[src/rtl/pcseq_pkg.sv]
package pcseq_pkg;
  typedef enum logic [2:0] {
    ACT_IDLE  = 3'd0,
    ACT_STEP  = 3'd1,
    ACT_TAKEN = 3'd2,
    ACT_SKIP  = 3'd3,
    ACT_LOAD  = 3'd4
  } pc_act_t;
endpackage

[src/rtl/pcseq_arbiter.sv]
module pcseq_arbiter
  import pcseq_pkg::*;
(
  input  logic    step_i,
  input  logic    br_req_i,
  input  logic    br_cond_i,
  input  logic    br_likely_i,
  input  logic    load_i,
  output pc_act_t act_o,
  output logic    ev_step_o,
  output logic    ev_taken_o,
  output logic    ev_skip_o,
  output logic    ev_load_o
);
  // Priority: load, then branch, then step.
  always_comb begin
    act_o = ACT_IDLE;
    if (load_i)
      act_o = ACT_LOAD;
    else if (br_req_i && br_cond_i)
      act_o = ACT_TAKEN;
    else if (br_req_i && br_likely_i)
      act_o = ACT_SKIP;
    else if (br_req_i)
      act_o = ACT_IDLE;
    else if (step_i)
      act_o = ACT_STEP;
  end

  assign ev_step_o  = (act_o == ACT_STEP);
  assign ev_taken_o = (act_o == ACT_TAKEN);
  assign ev_skip_o  = (act_o == ACT_SKIP);
  assign ev_load_o  = (act_o == ACT_LOAD);
endmodule

[src/rtl/pcseq_regs.sv]
module pcseq_regs
  import pcseq_pkg::*;
#(
  parameter int AW = 12,
  parameter int WB = 4
) (
  input  logic          clk,
  input  logic          rst_n,
  input  pc_act_t       act_i,
  input  logic [AW-1:0] br_target_i,
  input  logic [AW-1:0] load_val_i,
  output logic [AW-1:0] pc_q,
  output logic [AW-1:0] npc_q,
  output logic [AW-1:0] prev_q
);
  localparam logic [AW-1:0] LOW_MASK = AW'(WB - 1);
  localparam logic [AW-1:0] STRIDE   = AW'(WB);

  function automatic logic [AW-1:0] align(input logic [AW-1:0] a);
    return a & ~LOW_MASK;
  endfunction

  function automatic logic [AW-1:0] advance(input logic [AW-1:0] a);
    return align(a + STRIDE);
  endfunction

  logic [AW-1:0] load_aligned;
  assign load_aligned = align(load_val_i);

  always_ff @(posedge clk) begin
    if (!rst_n) begin
      pc_q   <= '0;
      prev_q <= '0;
      npc_q  <= STRIDE;
    end else begin
      case (act_i)
        ACT_STEP: begin
          prev_q <= align(pc_q);
          pc_q   <= align(npc_q);
          npc_q  <= advance(npc_q);
        end
        ACT_TAKEN: begin
          npc_q <= align(br_target_i);
        end
        ACT_SKIP: begin
          pc_q  <= align(npc_q);
          npc_q <= advance(npc_q);
        end
        ACT_LOAD: begin
          prev_q <= align(pc_q);
          pc_q   <= load_aligned;
          npc_q  <= advance(load_aligned);
        end
        default: ;
      endcase
    end
  end
endmodule

[src/rtl/pc_seq.sv]
module pc_seq
  import pcseq_pkg::*;
#(
  parameter int AW = 12,
  parameter int WB = 4
) (
  input  logic          clk,
  input  logic          rst_n,
  input  logic          step_i,
  input  logic          br_req_i,
  input  logic          br_cond_i,
  input  logic          br_likely_i,
  input  logic [AW-1:0] br_target_i,
  input  logic          load_i,
  input  logic [AW-1:0] load_val_i,
  output logic [AW-1:0] fetch_addr_o,
  output logic [AW-1:0] prev_pc_o,
  output logic          zero_clr_o
);
  pc_act_t       act;
  logic          ev_step, ev_taken, ev_skip, ev_load;
  logic [AW-1:0] pc_q, npc_q, prev_q;

  pcseq_arbiter u_arb (
    .step_i      (step_i),
    .br_req_i    (br_req_i),
    .br_cond_i   (br_cond_i),
    .br_likely_i (br_likely_i),
    .load_i      (load_i),
    .act_o       (act),
    .ev_step_o   (ev_step),
    .ev_taken_o  (ev_taken),
    .ev_skip_o   (ev_skip),
    .ev_load_o   (ev_load)
  );

  pcseq_regs #(.AW(AW), .WB(WB)) u_regs (
    .clk         (clk),
    .rst_n       (rst_n),
    .act_i       (act),
    .br_target_i (br_target_i),
    .load_val_i  (load_val_i),
    .pc_q        (pc_q),
    .npc_q       (npc_q),
    .prev_q      (prev_q)
  );

  assign fetch_addr_o = pc_q;
  assign prev_pc_o    = prev_q;
  assign zero_clr_o   = ev_step;
endmodule

[config.mk]
export PLATFORM = sky130hd
export DESIGN_NAME = pc_seq
export DESIGN_NICKNAME = d
export VERILOG_FILES = /design/src/rtl/pcseq_pkg.sv /design/src/rtl/pcseq_arbiter.sv /design/src/rtl/pcseq_regs.sv /design/src/rtl/pc_seq.sv
export SDC_FILE = /design/constraint.sdc
export NUM_CORES = 1
export LEC_CHECK = 0
export ABC_AREA = 0
export ABC_CLOCK_PERIOD_IN_PS = 3600
export BUFFER_PORTS_ARGS = -buffer_cell sky130_fd_sc_hd__buf_2
export CORE_MARGIN = 2
export CORE_UTILIZATION = 53
export CTS_CLUSTER_DIAMETER = 150
export DETAILED_ROUTE_END_ITERATION = 10
export PLACE_DENSITY = 0.94
export SYNTH_ARGS = -nofsm -noshare
export SYNTH_HDL_FRONTEND = slang
export SYNTH_SLANG_ARGS = --single-unit
[constraint.sdc]
create_clock -name clk -period 3.6 [get_ports clk]
set_input_delay 0.18 -clock clk [delete_from_list [all_inputs] [get_ports clk]]
set_output_delay 0.18 -clock clk [all_outputs]
set_load 0.01 [all_outputs]
==> results of run 1 <==
==> cells in the mapped netlist (all sizes together) <==
| cell type | n |
|---|---|
| a211o | 1 |
| and3b | 1 |
| a41oi | 1 |
| conb | 1 |
| o21ai | 12 |
| mux2i | 20 |
| a2111oi | 1 |
| a311oi | 2 |
| nand2b | 1 |
| clkbuf | 4 |
| a31oi | 2 |
| o211ai | 1 |
| xnor2 | 6 |
| nand2 | 17 |
| ha | 1 |
| dfxtp | 30 |
| a211oi | 11 |
| a22oi | 1 |
| nand3b | 5 |
| a21oi | 5 |
| mux2 | 1 |
| inv | 4 |
| and2 | 1 |
| nand4 | 1 |
| and3 | 3 |
| nor2 | 24 |
| buf | 12 |
| nand3 | 8 |
| nor3b | 3 |
==> state kept, by name, indices dropped and copies added (netlist names) <==
| name | flops |
|---|---|
| u_regs.prev_q | 10 |
| u_regs.npc_q | 10 |
| u_regs.pc_q | 10 |
==> stage by stage <==
stage | hold slack (ns) | util [%] | setup WS (ns) | power [mW]
final | 0.0962 | 62.1 | 1.73 | 0.726
after detailed placement | 0.446 | 60.5 | 1.41 | 0.548
after floorplan | 0.256 | - | 1.78 | 0.503
after global placement | 0.443 | 60.5 | 1.48 | 0.542
after CTS | 0.0932 | 62.1 | 1.73 | 0.729
after global routing | 0.102 | 62.1 | 1.55 | 0.768
==> final cells by class <==
class	count	area (sq um)	share of cell area, %
multi-input cells	133	893	48.3
repair buffers	49	250	13.5
well taps	33	41.3	2.23
clock inverters	2	10.0	0.542
clock buffers	5	37.5	2.03
flip-flops and latches	30	601	32.5
inverters	4	15.0	0.812
==> power by group <==
group,internal [mW],switching (mW)
registers,0.360,0.0221
clock network,0.0700,0.115
logic,0.0708,0.0881
==> critical path, cell delays in order <==
cell       delay (ns)
buf_2            0.47
mux2i_1          0.25
inv_1            0.10
ha_1             0.22
inv_1            0.08
a2111oi_2        0.37
xnor2_1          0.16
nand2_1          0.08
a31oi_1          0.21
==> worst max path at each step <==
stage / startpoint / to / slack, ns / cells after the start
finish: load_i / u_regs.npc_q[8] / 1.73 / 9
global route: load_i / u_regs.npc_q[8] / 1.55 / 9
CTS: load_i / u_regs.npc_q[8] / 1.73 / 9
detailed placement: load_i / u_regs.npc_q[8] / 1.41 / 9
global placement: load_i / u_regs.npc_q[8] / 1.48 / 9
floorplan: load_i / u_regs.npc_q[8] / 1.78 / 10
==> per-layer routing <==
layer	share of wire, %	global-route usage [%]	vias up
li1	-	-	717
met1	45	27.1	654
met2	47	33.4	55
met3	6.7	5.68	5
met4	1.1	8.12	0
met5	0	0	-
==> kinds of logic after synthesis <==
family / Yosys count / synth area share (%)
and+or+nand+nor: 64 / 20.2
AOI/OAI and AO/OA: 37 / 15.4
DFF: 30 / 37.1
muxes: 21 / 14.6
buffers and inverters: 20 / 8.42
xor gates and xnor gates: 6 / 3.25
adders and majority gates: 1 / 0.773
other: 1 / 0.232
==> results.ini, run 1 <==
[yosys]
synthDistinctLibCells=37
avgSynthCellArea_sq_um=8.99
synth.largest_area_cell=dfxtp_1
synthCells=180
synth_warnings=0
synth_top_area_share_pct=37.1
syn_area_sq_um=1620
synth-seq-cells=30
seq_area_frac_synth_pct=37.1
synth_area_leaders=dfxtp_1 (37%), mux2i_1 (11%), nor2_1 (5.6%)

[hold_path]
hp-start=br_target_i[5]
hold_class=in -> reg
worstHoldEndpoint=u_regs.npc_q[5]
min_path_cells=3

[grt]
antenna_found_initial=0
grt_pass1_vias=1268
overflow=0
grt_usage_pct=21.0
grt_pass1_wl_mm=5.56
grt_max_degree=27

[setup_path]
worstSetupEndpointType=flop
critPathKind=in -> reg
cp_data_arrival_time_ns=2.12
required_ns=3.85
worstRegToRegCells=8
regToRegSetupSlack_ns=1.84
worstReg2RegStart=u_regs.npc_q[2]
cp_max_fo=24
worst_r2r_endpoint=u_regs.npc_q[8]
critPathLaunchType=primary input

[sta]
fin_tns_setup_ns=0
skew_ns=0.00736
hold_viol_final=0
period_share_pct=51.9
setup_violations=0
maxSlewViolCount=0
slew_headroom_pct=38.8
fmax_ghz=0.535
period_needed_ns=1.87
tightestPinTransition_ns=0.916
rsz0062_at_grt=false

[final_layout]
mostFrequentLayoutCells=buf_2 (47), dfxtp_1 (30), nor2_1 (24), mux2i_1 (18), nand2_1 (17)
drive_gt1_share_pct=29.1
syn_to_final_growth_pct=14.1
fillers=291
nets=255
num_antenna_cells=0
final_common_cell=buf_2
final_cells=256
finalInstanceArea_sq_um=1850

[clock_tree]
clk_pin_slew_ns=0.09
cts_setup_buffers=0
cts_sinks=30
cts_root_buffer=clkbuf_4
clockBufferDepth=2
htree_levels=2
post_cts_resized=0
numCtsBuffers=5
clk_latency_ns=0.33
cts_tree=done
cts_hold_buf=0

[route]
routed_via_density=5.59
drt_first_pass_iters=4
drc=0
routed_wl_mm=3.44
final_antenna_net_count=0
vias=1431
drt_iter0_drc=55
wl_per_cell_um=13.4

[placed_design]
dp.cells=249
gp_congestion=0.825
placed_area_sq_um=1800
hpwlAfterDp_mm=2.52
io_buffers=47

[die]
die_w_um=59.3
dieArea_sq_um=3510
rows=20
pin_count=56
initial_core_util_pct=54.4
die_h_um=59.3
core_area_sq_um=2980

[run_status]
outcome=completed

[run]
max-cap-violations=0

[power_and_ir_drop]
cellPowerDensity_nw_per_um2=393
peakVddDrop_mv=0.184
power.leakage_nw=0.858

Power figures use the tool's default switching activity.
==> run 2, diff against run 1 <==
Settings changed: ABC_CLOCK_PERIOD_IN_PS 3600 to 1800, CORE_UTILIZATION 53 to 49, PLACE_DENSITY 0.94 to 0.88.
Clock period 3.6 ns to 1.8 ns, I/O delays scaled along.
==> run 2 against run 1 <==
Against the previous run: core utilization increased by 0.20 points; first-iteration DRC count decreased by 42%; highest routed layer unchanged; register-to-register slack got worse by 1.7 ns.
==> results.ini, run 2 (synthesis gave the netlist of run 1 again) <==
[route]
wl_per_cell_um=12.3
vias=1405
routed_via_density=5.18
drc=0
drt_iter0_drc=32
drt_first_pass_iters=4
final_antenna_net_count=0
routed_wl_mm=3.32

[sta]
hold_viol_final=0
fin_tns_setup_ns=0
setup_violations=0
skew_ns=0.0118
maxSlewViolCount=0
timing.final.ws_setup_ns=0.159
tightestPinTransition_ns=0.636
whs_ns=0.00470
slew_headroom_pct=57.5
rsz0062_at_grt=false
fmax_ghz=0.609
period_share_pct=91.2
period_needed_ns=1.64

[final_layout]
syn_to_final_growth_pct=19.3
final_common_cell=buf_2
drive_gt1_share_pct=30.4
fillers=292
nets=258
num_antenna_cells=0
mostFrequentLayoutCells=buf_2 (47), dfxtp_1 (30), nor2_1 (24), mux2i_1 (18), nand2_1 (17)
reg_top3=u_regs.npc_q x10, u_regs.pc_q x10, u_regs.prev_q x10

[power_and_ir_drop]
cellPowerDensity_nw_per_um2=837
peakVddDrop_mv=0.405
power.leakage_nw=0.885

[run]
max-cap-violations=0

[clock_tree]
clk_pin_slew_ns=0.10
numCtsBuffers=5
clk_latency_ns=0.34
htree_levels=2
clockBufferDepth=2
cts_root_buffer=clkbuf_4
cts_tree=done
cts_sinks=30
cts_setup_buffers=0

[placed_design]
dp_slack_ns=0.146
io_buffers=47
hpwlAfterDp_mm=2.44
gp_congestion=0.802

[setup_path]
required_ns=2.07
critical_path_buf_inv_count=1
crit_family=compound AO/OA/AOI/OAI gates
cp_max_fo=4
worstPathCellList=mux2_2 -> ha_2 -> inv_1 -> a2111oi_4 -> xnor2_1 -> nand2_1 -> a31oi_1
cp_slowest_cell=dfxtp_1
worst_r2r_endpoint=u_regs.npc_q[8]
critPathKind=reg -> reg
critPathLaunchType=flop
worstReg2RegStart=u_regs.npc_q[3]
worstSetupEndpointType=flop
critical_path.max_stage_delay_ns=0.37
worstRegToRegCells=7
regToRegSetupSlack_ns=0.16
cp_data_arrival_time_ns=1.91

[die]
initial_core_util_pct=52.2
die_w_um=61.5
die_h_um=61.5
dieArea_sq_um=3780
pin_count=56
core_area_sq_um=3100
rows=20

[grt]
grt_max_degree=31
grt_pass1_vias=1194
grt_pass1_wl_mm=5.34
overflow=0
antenna_found_initial=0
grt_usage_pct=19.2

[hold_path]
hp-start=br_target_i[3]
worstHoldEndpoint=u_regs.npc_q[3]
min_path_cells=3
hold_class=in -> reg

[run_status]
outcome=completed

[run 2: changes by cell type in the layout (fill, tap and decap cells not counted), sizes merged]
cell / delta
dlygate4sd3: +1
bufinv: +1
buf: +2
[run 2: layout make-up]
class                           count  area [sq um]  share of cell area [%]
Clock inverter                      3          40.0                    2.07
Timing Repair Buffer               52           275                    14.2
Inverter                            4          15.0                   0.777
Sequential cell                    30           601                    31.1
Clock buffer                        5          37.5                    1.94
Multi-Input combinational cell    133           908                    47.0
Tap cell                           44          55.1                    2.85
[run 2: worst max-delay path by stage]
stage / end / from / cells past startpoint / slack [ns]
3_3_place_gp: u_regs.npc_q[8] / u_regs.npc_q[3] / 7 / 0.18
4_1_cts: u_regs.npc_q[8] / u_regs.npc_q[3] / 7 / 0.11
2_1_floorplan: u_regs.npc_q[8] / load_i / 10 / 0.07
6_report: u_regs.npc_q[8] / u_regs.npc_q[3] / 7 / 0.16
5_1_grt: u_regs.npc_q[8] / u_regs.npc_q[3] / 7 / 0.05
3_5_place_dp: u_regs.npc_q[8] / u_regs.npc_q[3] / 7 / 0.15
[run 2: per-stage QoR]
| step | area, sq um | instances | utilization, % | power [mW] |
|---|---|---|---|---|
| CTS | 1920 | 271 | 61.8 | 1.62 |
| floorplan | 1630 | 183 | - | 1.01 |
| global route | 1930 | 271 | 62.3 | 1.71 |
| detailed placement | 1830 | 262 | 59.0 | 1.10 |
| finish | 1930 | 271 | 62.3 | 1.62 |
| global placement | 1830 | 262 | 59.0 | 1.09 |
[run 2: worst register-to-register path: stages, from the launching register on]
cell	delay (ns)
dfxtp_1	0.37
mux2_2	0.18
ha_2	0.21
inv_1	0.08
a2111oi_4	0.34
xnor2_1	0.17
nand2_1	0.08
a31oi_1	0.16
[run 2: per-layer routing]
metal  up-vias  share of wire [%]  GRT usage [%]
li1        723                  -              -
met4         0                1.9           10.0
met3         8                6.4           5.46
met2        48                 43           28.4
met5         -                  0              0
met1       626                 48           25.2
[run 2: repair_timing]
item / in CTS / in global routing
gates resized for setup: 0 / 2
hold buffers: 1 / 0
hold endpoints to repair: 1 / 0
setup endpoints to repair: 0 / 1
[run 2: report_power, final]
part | internal, mW | switching, mW | leakage [nW]
logic | 0.148 | 0.179 | 0.592
clock network | 0.287 | 0.239 | 0.0450
registers | 0.720 | 0.0430 | 0.248
total | 1.15 | 0.461 | 0.885
